[config.mk]
export PLATFORM = sky130hd
export DESIGN_NAME = ixreg_addr_gen
export DESIGN_NICKNAME = d
export VERILOG_FILES = /design/src/rtl/ixag_pkg.sv /design/src/rtl/ixag_ptr_bank.sv /design/src/rtl/ixag_ea_calc.sv /design/src/rtl/ixreg_addr_gen.sv
export SDC_FILE = /design/constraint.sdc
export NUM_CORES = 2
export LEC_CHECK = 0
export BUFFER_PORTS_ARGS = -buffer_cell sky130_fd_sc_hd__buf_2
export CAP_MARGIN = 20
export CORE_MARGIN = 1
export CORE_UTILIZATION = 44
export DETAILED_ROUTE_END_ITERATION = 16
export PLACE_DENSITY = 0.65
export SETUP_SLACK_MARGIN = 0.5
export SYNTH_ARGS = -nofsm -noshare
export SYNTH_HDL_FRONTEND = slang
export SYNTH_HIERARCHICAL = 1
export SYNTH_SLANG_ARGS = --single-unit
[constraint.sdc]
create_clock -name clk -period 9.71 [get_ports clk]
set_input_delay 1.4565 -clock clk [delete_from_list [all_inputs] [get_ports clk]]
set_output_delay 1.4565 -clock clk [all_outputs]
set_load 0.03 [all_outputs]
[src/rtl/ixag_pkg.sv]
package ixag_pkg;

    localparam int IXAG_NUM_PTR = 16;
    localparam int IXAG_PTR_W   = 32;
    localparam int IXAG_COFS_W  = 12;
    localparam int IXAG_DOFS_W  = 16;

    typedef enum logic [2:0] {
        AM_PLAIN = 3'd0,
        AM_COFS  = 3'd1,
        AM_DOFS  = 3'd2,
        AM_POST  = 3'd3,
        AM_PRE   = 3'd4
    } addr_mode_e;

    typedef struct packed {
        logic                  err;
        logic                  upd;
        logic [IXAG_PTR_W-1:0] ea;
        logic [IXAG_PTR_W-1:0] nxt;
    } ea_res_t;

    function automatic logic in_window(input logic [IXAG_PTR_W-1:0] a,
                                       input logic [IXAG_PTR_W-1:0] lo,
                                       input logic [IXAG_PTR_W-1:0] hi);
        return (a >= lo) && (a <= hi);
    endfunction

endpackage

[src/rtl/ixag_ptr_bank.sv]
module ixag_ptr_bank
    import ixag_pkg::*;
#(
    parameter int NUM_PTR = IXAG_NUM_PTR,
    parameter int PTR_W   = IXAG_PTR_W,
    localparam int IDX_W  = $clog2(NUM_PTR)
) (
    input  logic             clk,
    input  logic             rst,
    input  logic             mod_en,
    input  logic [IDX_W-1:0] mod_idx,
    input  logic [PTR_W-1:0] mod_val,
    input  logic             ld_en,
    input  logic [IDX_W-1:0] ld_idx,
    input  logic [PTR_W-1:0] ld_val,
    input  logic [IDX_W-1:0] rd_idx,
    output logic [PTR_W-1:0] rd_val,
    output logic [PTR_W-1:0] ptr_q [NUM_PTR]
);

    for (genvar g = 0; g < NUM_PTR; g++) begin : g_ptr
        always_ff @(posedge clk) begin
            if (rst) begin
                ptr_q[g] <= '0;
            end else if (ld_en && (ld_idx == IDX_W'(g))) begin
                ptr_q[g] <= ld_val;
            end else if (mod_en && (mod_idx == IDX_W'(g))) begin
                ptr_q[g] <= mod_val;
            end
        end
    end

    assign rd_val = ptr_q[rd_idx];

    // a load takes priority over a stepping write
    p_load_wins_r10: assert property (@(posedge clk) disable iff (rst)
        ld_en |=> ptr_q[$past(ld_idx)] == $past(ld_val));

endmodule

[src/rtl/ixag_ea_calc.sv]
module ixag_ea_calc
    import ixag_pkg::*;
#(
    parameter int PTR_W  = IXAG_PTR_W,
    parameter int COFS_W = IXAG_COFS_W,
    parameter int DOFS_W = IXAG_DOFS_W
) (
    input  logic              req_vld,
    input  logic [2:0]        mode,
    input  logic              step2,
    input  logic [COFS_W-1:0] cofs,
    input  logic [DOFS_W-1:0] dofs,
    input  logic [PTR_W-1:0]  cur,
    input  logic [PTR_W-1:0]  lo,
    input  logic [PTR_W-1:0]  hi,
    output ea_res_t           res
);

    logic [PTR_W-1:0] cofs_x, dofs_x, step;
    logic             legal_mode;

    assign cofs_x = {{(PTR_W-COFS_W){cofs[COFS_W-1]}}, cofs};
    assign dofs_x = {{(PTR_W-DOFS_W){dofs[DOFS_W-1]}}, dofs};
    assign step   = step2 ? PTR_W'(2) : PTR_W'(1);

    always_comb begin
        res        = '0;
        res.nxt    = cur;
        legal_mode = 1'b1;
        unique case (mode)
            AM_PLAIN: res.ea = cur;
            AM_COFS:  res.ea = cur + cofs_x;
            AM_DOFS:  res.ea = cur + dofs_x;
            AM_POST: begin
                res.ea  = cur;
                res.nxt = cur + step;
                res.upd = 1'b1;
            end
            AM_PRE: begin
                res.nxt = cur - step;
                res.ea  = res.nxt;
                res.upd = 1'b1;
            end
            default: begin
                res.ea     = cur;
                legal_mode = 1'b0;
            end
        endcase
        res.err = req_vld && (!legal_mode || !in_window(res.ea, lo, hi));
        res.upd = res.upd && req_vld && !res.err;
    end

endmodule

[src/rtl/ixreg_addr_gen.sv]
module ixreg_addr_gen
    import ixag_pkg::*;
#(
    parameter int NUM_PTR = IXAG_NUM_PTR,
    parameter int PTR_W   = IXAG_PTR_W,
    parameter int COFS_W  = IXAG_COFS_W,
    parameter int DOFS_W  = IXAG_DOFS_W,
    localparam int IDX_W  = $clog2(NUM_PTR)
) (
    input  logic              clk,
    input  logic              rst,
    input  logic              req_vld,
    input  logic [2:0]        req_mode,
    input  logic [IDX_W-1:0]  req_ptr,
    input  logic              req_step2,
    input  logic [COFS_W-1:0] req_cofs,
    input  logic [DOFS_W-1:0] req_dofs,
    input  logic [PTR_W-1:0]  win_lo,
    input  logic [PTR_W-1:0]  win_hi,
    input  logic              ld_en,
    input  logic [IDX_W-1:0]  ld_ptr,
    input  logic [PTR_W-1:0]  ld_base,
    output logic [PTR_W-1:0]  ea_out,
    output logic              ea_vld,
    output logic              ea_err
);

    logic [PTR_W-1:0] cur_ptr;
    logic [PTR_W-1:0] ptr_q [NUM_PTR];
    ea_res_t          res;

    ixag_ptr_bank #(.NUM_PTR(NUM_PTR), .PTR_W(PTR_W)) i_bank (
        .clk     (clk),
        .rst     (rst),
        .mod_en  (res.upd),
        .mod_idx (req_ptr),
        .mod_val (res.nxt),
        .ld_en   (ld_en),
        .ld_idx  (ld_ptr),
        .ld_val  (ld_base),
        .rd_idx  (req_ptr),
        .rd_val  (cur_ptr),
        .ptr_q   (ptr_q)
    );

    ixag_ea_calc #(.PTR_W(PTR_W), .COFS_W(COFS_W), .DOFS_W(DOFS_W)) i_calc (
        .req_vld (req_vld),
        .mode    (req_mode),
        .step2   (req_step2),
        .cofs    (req_cofs),
        .dofs    (req_dofs),
        .cur     (cur_ptr),
        .lo      (win_lo),
        .hi      (win_hi),
        .res     (res)
    );

    assign ea_out = res.ea;
    assign ea_err = res.err;
    assign ea_vld = req_vld && !res.err;

    // quiet outputs without a request
    p_idle_quiet_r1: assert property (@(posedge clk) disable iff (rst)
        !req_vld |-> !ea_vld && !ea_err);

    // a strobed address lies inside the window
    p_vld_in_window_r8: assert property (@(posedge clk) disable iff (rst)
        ea_vld |-> (ea_out >= win_lo) && (ea_out <= win_hi) && !ea_err);

    // an errored request leaves its pointer alone
    p_err_keeps_ptr_r8: assert property (@(posedge clk) disable iff (rst)
        (req_vld && ea_err && !(ld_en && ld_ptr == req_ptr))
        |=> ptr_q[$past(req_ptr)] == $past(ptr_q[req_ptr]));

    // plain mode passes the pointer straight through
    p_plain_ea_r2: assert property (@(posedge clk) disable iff (rst)
        (req_vld && req_mode == AM_PLAIN) |-> ea_out == ptr_q[req_ptr]);

    // post-increment advances the pointer by the selected step
    p_post_step_r5: assert property (@(posedge clk) disable iff (rst)
        (ea_vld && req_mode == AM_POST && !(ld_en && ld_ptr == req_ptr))
        |=> ptr_q[$past(req_ptr)] ==
            $past(ptr_q[req_ptr]) + ($past(req_step2) ? PTR_W'(2) : PTR_W'(1)));

    // reserved codes always error
    p_reserved_err_r9: assert property (@(posedge clk) disable iff (rst)
        (req_vld && req_mode > 3'd4) |-> ea_err);

endmodule

Yosys cells after proc, flatten, opt, wreduce, memory -nomap -nowiden
Cells that the tools add are included.
Word-level totals
  register bits: 512
  input port bits: 140
  output and inout port bits: 34
Operators by class
  add/subtract/negate cells: 4
  order comparisons: 3
  equality and inequality tests: 34
  mux-type cells: 40
  bitwise gates (word level): 1
  reduce and logical (&&, ||, !) cells: 62
Operators by type and width (number)
  32-bit 2-to-1 mux: 34
  32-bit binary-select mux with 4-bit select: 1
  32-bit adder: 3
  32-bit one-hot mux with 3 select lines: 1
  4-bit == test, second input constant: 16
  32-bit one-hot mux with 2 select lines: 1
  1-bit logical AND: 37
  4-bit by 3-bit == test with 1-bit output, second input constant: 8
  32-bit greater-or-equal comparator: 1
  32-bit <= comparator: 1
  2-bit nonzero test: 16
  32-bit subtractor: 1
  4-bit by 2-bit == test with 1-bit output, second input constant: 4
  4-bit by 1-bit == test with 1-bit output, second input constant: 2
  4-bit zero test: 2
  3-bit by 2-bit == test with 1-bit output, second input constant: 2
  5-bit greater-or-equal comparator, second input constant: 1
  4-bit inverter with 5-bit output: 1
  5-bit OR reduction: 1
  3-bit by 1-bit == test with 1-bit output, second input constant: 1
  3-bit == test, second input constant: 1
  1-bit zero test: 3
  3-bit zero test: 1
  1-bit 2-to-1 mux: 2
  other kinds (3): 3

Logic depth before layout (Yosys ltp)
  word-level depth: 16
  gate-level depth with buffers: 33
  mapped depth without buffers: 27

By module
Netlist, hierarchy kept.
By module, submodules not included
  ixag_ptr_bank: times used 1, cells each 3458, area each 28810.1 um2, seq. area each 10249.8 um2
  ixag_ea_calc: times used 1, cells each 811, area each 5511.5 um2, seq. area each 0.0 um2
  ixreg_addr_gen: times used 1, cells each 1, area each 13.8 um2, seq. area each 0.0 um2

Worst setup path after synthesis
OpenSTA, ideal clock, no wires.
  kind: input to output
  from: input req_ptr[0]
  to: output ea_vld
  data arrival time: 7.728 ns
  required time: 8.253 ns
  path slack: 0.526 ns
  stages on the path: 23
  path through: clkbuf_1 buf_2 mux4_2 a22oi_1 nand2_1 ha_1 a211oi_1 o21ai_0 o211a_1 o21a_1 a311oi_1 o21ai_0 xnor2_1 o21ai_0 ha_1 a21o_1 a21o_1 a21oi_1 nor2_1 a2111oi_0 a211oi_1 nor2b_1 nor2b_4
On the way
  cells in the longest elaborated chain, start to end: 13
  elaborated cells on any way between the ends: 16
Ends and longest elaborated chain
  start, declared: RTL line ixreg_addr_gen.sv:14  | input logic [IDX_W-1:0] req_ptr,
  4-bit inverter with 5-bit output (implied by the code) *: RTL line ixag_ptr_bank.sv:33  | assign rd_val = ptr_q[rd_idx];
  32-bit binary-select mux with 4-bit select *: RTL line ixag_ptr_bank.sv:33
  32-bit 2-to-1 mux (implied by the code) * (2 in series): RTL line ixag_ptr_bank.sv:33
  named net cur_ptr[1]: RTL line ixreg_addr_gen.sv:28  | logic [PTR_W-1:0] cur_ptr;
  32-bit subtractor (tied with other cells): RTL line ixag_ea_calc.sv:40  | res.nxt = cur - step;
  32-bit one-hot mux with 3 select lines *: RTL line ixag_ea_calc.sv:30  | unique case (mode)
  named net ea_out[25]: RTL line ixreg_addr_gen.sv:23  | output logic [PTR_W-1:0] ea_out,
  32-bit greater-or-equal comparator / 32-bit <= comparator (equally long branches): RTL line ixag_pkg.sv:26  | return (a >= lo) && (a <= hi);
  1-bit logical AND *: RTL line ixag_pkg.sv:26
  1-bit zero test *: RTL line ixag_ea_calc.sv:49  | res.err = req_vld && (!legal_mode || !in_window(res.ea, lo, hi));
  1-bit logical OR *: RTL line ixag_ea_calc.sv:49
  1-bit logical AND *: RTL line ixag_ea_calc.sv:49
  named net ea_err: RTL line ixreg_addr_gen.sv:25  | output logic ea_err
  1-bit zero test *: RTL line ixreg_addr_gen.sv:60  | assign ea_vld = req_vld && !res.err;
  1-bit logical AND *: RTL line ixreg_addr_gen.sv:60
  end, declared: RTL line ixreg_addr_gen.sv:24  | output logic ea_vld,
The timed path passes the listed nets; every way through them passes the cells marked *. The select of a mux whose other input is x is not followed.

Final worst setup path
  from: input req_ptr[0]
  to: output ea_vld
On the way
  cells in the longest elaborated chain, start to end: 13
  elaborated cells on any way between the ends: 16
Ends and longest elaborated chain (RTL line)
  4-bit inverter with 5-bit output (implied by the code) *: ixag_ptr_bank.sv:33
  32-bit binary-select mux with 4-bit select *: ixag_ptr_bank.sv:33
  32-bit 2-to-1 mux (implied by the code) * (2 in series): ixag_ptr_bank.sv:33
  named net cur_ptr[0]: ixreg_addr_gen.sv:28
  32-bit subtractor (tied with other cells): ixag_ea_calc.sv:40
  32-bit one-hot mux with 3 select lines *: ixag_ea_calc.sv:30
  32-bit greater-or-equal comparator / 32-bit <= comparator (equally long branches): ixag_pkg.sv:26
  1-bit logical AND *: ixag_pkg.sv:26
  1-bit zero test *: ixag_ea_calc.sv:49
  1-bit logical OR *: ixag_ea_calc.sv:49
  1-bit logical AND *: ixag_ea_calc.sv:49
  1-bit zero test *: ixreg_addr_gen.sv:60
  1-bit logical AND *: ixreg_addr_gen.sv:60
Marks and branches as above.

==> results.py <==
metrics = {
    "detailed_routing": {
        "drt-vias-per-instance": 7.43,
        "drcViolationCount": 0,
        "firstDrtPassIters": 8,
        "vias": 37640,
        "wl_per_cell_um": 29.2,
        "drtAntennaViolNets": 0,
        "drt-total-wl_um": 148000,
        "drt_iter0_drc": 5742,
    },
    "timing": {
        "fmax_ghz": 0.111,
        "finalCritPeriodShare_pct": 93.0,
        "tns_ps": 0,
        "setup_viol": 0,
        "worstMarginPinSlew_ps": 1330,
        "post-route-min-period_ps": 9030,
        "slew_viol_final": 0,
        "relSlewSlack_pct": 11.6,
        "fin_hold_ws_ps": 500,
        "clock_skew_ps": 21.0,
        "rsz0062_at_grt": "yes",
        "hold_viol": 0,
    },
    "min_path": {
        "min_path_type": "flip-flop to flip-flop",
        "holdPathStages": 2,
    },
    "yosys": {
        "ys_ff_latch": 512,
        "netlist_area_sq_um": 34300,
        "synth_cell_types": 78,
        "syn_inst": 4270,
        "async_flop_share_pct": 0,
        "syn-num-nets": 4513,
        "synth_edf_count": 0,
        "ys.flop_type": "dfxtp_1",
        "synth.most_common_cell": "nor3_1",
        "synthTopCellsByArea": "dfxtp_1 30%, a311oi_1 13%, mux4_2 8.4%",
        "syn_area_per_cell_sq_um": 8.04,
        "ys_seq_area_share_pct": 29.9,
        "synth_top_area_share_pct": 29.9,
        "synth_largest_area_cell": "dfxtp_1",
        "yosysWarningCount": 6,
        "yosys-top-cells-count": "538 x nor3_1, 536 x o21ai_0, 533 x nand3_1",
    },
    "critical_path": {
        "cp.required_ps": 8250,
        "cp_max_fo": 23,
        "worstSetupStartpointType": "input port",
        "criticalPathCategory": "input port to output pin",
        "endpoint_kind": "output pin",
        "worstRegToRegCells": 28,
        "crit_arrival_ps": 7580,
    },
    "floorplanning": {
        "core_sq_um": 77300,
        "die_width_um": 281,
        "dieArea_sq_um": 79200,
        "die_h_um": 281,
        "floorplan.initialDensity_pct": 44.4,
        "num_rows": 102,
        "pin_count": 174,
    },
    "power": {
        "p_leak_nw": 11.9,
        "max-vdd-ir-drop_mv": 0.134,
        "power-per-cell-area_nw_per_um2": 144,
    },
    "clock_tree": {
        "clock-sinks": 512,
        "htreeDepth": 2,
        "holdBufCountCts": 0,
        "cts.clk_slew.worst_paths_ps": 60,
        "cts_tree": "done",
        "cts_buffers": 54,
        "cts_root_buf": "clkbuf_16",
        "clock_path_buffers": 3,
        "worst_skew_pair.late_latency_ps": 630,
    },
    "finish": {
        "syn2layout_area_growth_pct": 8.73,
        "drive_gt1_share_pct": 15.9,
        "final_util_pct": 48.3,
        "top_regs": "i_bank/ptr_q x512",
        "postLayoutCellArea_sq_um": 37300,
        "max_flop_register": "i_bank/ptr_q",
        "final_cells": 5069,
        "largest_reg_flops": 512,
        "fin_nets": 4223,
    },
    "grt": {
        "grt_max_degree": 172,
        "globalRoute.totalOverflow": 0,
        "grt_pass1_vias": 35499,
        "antenna_found_initial": 10,
        "grt_pass1_wl_um": 221000,
        "grtUsageTotal_pct": 35.9,
    },
    "place": {
        "hpwl_um": 78600,
        "io_buffer_count": 173,
        "placedInstanceArea_sq_um": 35300,
        "place.gp.congestion": 0.935,
        "dp.cells": 4954,
    },
    "outcome": {
        "status": "finished clean",
    },
    "job": {
        "cap_violations": 0,
    },
}
[critical path: stages]
cell	delay, ps
buf_12	210
mux4_2	530
a22oi_1	240
nand2_2	230
inv_1	140
ha_1	190
inv_1	80
fa_1	420
or3_4	440
nor3_4	250
and2_1	220
nand3_1	200
buf_4	230
nor3_1	320
xnor2_1	200
mux2i_1	180
ha_1	220
a21o_1	150
a221o_1	330
a221oi_2	330
o21ai_0	130
a21oi_1	130
a31oi_1	60
a211oi_2	210
nor2b_1	120
nor2b_4	110
buf_2	190
[report_power, final]
group | internal [W] | switching, W
sequential | 0.00215 | 0.0000223
combinational | 0.000285 | 0.000725
clock | 0.00124 | 0.000946
total | 0.00367 | 0.00169
[cell families (layout without fill, tap and decap cells)]
kind of cell,after synthesis,in the layout,share of synthesized area (%)
simple gates,1354,1354,20.0
compound gates,1352,1352,27.0
buf+inv,744,496,8.79
flops,512,512,29.9
mux,145,145,8.95
fa+ha+maj,103,103,3.82
xor+xnor,60,60,1.53
other cells,0,7,0
[per-stage QoR]
stage,power [W],worst slack (ps)
finish,0.00537,676
global route,0.00549,454
CTS,0.00531,547
detailed placement,0.00317,172
global placement,0.00317,213
floorplan,0.00285,526
[per-layer routing]
| metal | part of all wire (%) | vias to the layer above | track usage, % |
|---|---|---|---|
| li1 | - | 15888 | - |
| met1 | 37 | 18115 | 46.1 |
| met2 | 44 | 3056 | 54.8 |
| met3 | 14 | 575 | 9.21 |
| met4 | 5.4 | 6 | 20.2 |
| met5 | 0.024 | - | 0 |
[path summary, 6_finish.rpt]
kind	startpoint	to	slack (ps)
min	i_bank/ptr_q[363]	i_bank/ptr_q[363]	500
max reg2reg	i_bank/ptr_q[256]	i_bank/ptr_q[423]	1990
max	req_ptr[0]	ea_vld	680
min reg2reg	i_bank/ptr_q[363]	i_bank/ptr_q[363]	500
[repair_timing]
item	4_1_cts	5_1_grt
resized for setup	9	9
endpoints found under the setup margin	2	2
pin swaps	0	1
gates cloned	1	0
buffers inserted	7	1
[area by class of cell]
| cell class | count | area (sq um) |
|---|---|---|
| tap | 1040 | 1300 |
| inverter | 75 | 282 |
| fill | 7338 | 40000 |
| timing repair buffer | 323 | 2350 |
| multi-input combinational | 3014 | 21300 |
| clock inverter | 19 | 205 |
| sequential | 512 | 10200 |
| antenna | 7 | 17.5 |
| clock buffer | 79 | 1600 |
[layout by cell type, fill, tap and decap left out, types with 13 or more instances in the layout]
cell       count
inv_1         75
nor2_1        53
a311oi_1     503
o21ai_0      535
nand3_1      531
o21ai_1       41
nor3_1       538
ha_1         100
clkbuf_8      13
nand2_1       93
xnor2_1       20
buf_12        23
buf_2        170
a22oi_1       66
nand4_1       19
buf_4        124
a21o_1        39
dfxtp_1      512
a21oi_1       69
mux4_2       128
xor2_1        31
or2_2         20
clkbuf_16     55
(Power assumes the default switching activity.)
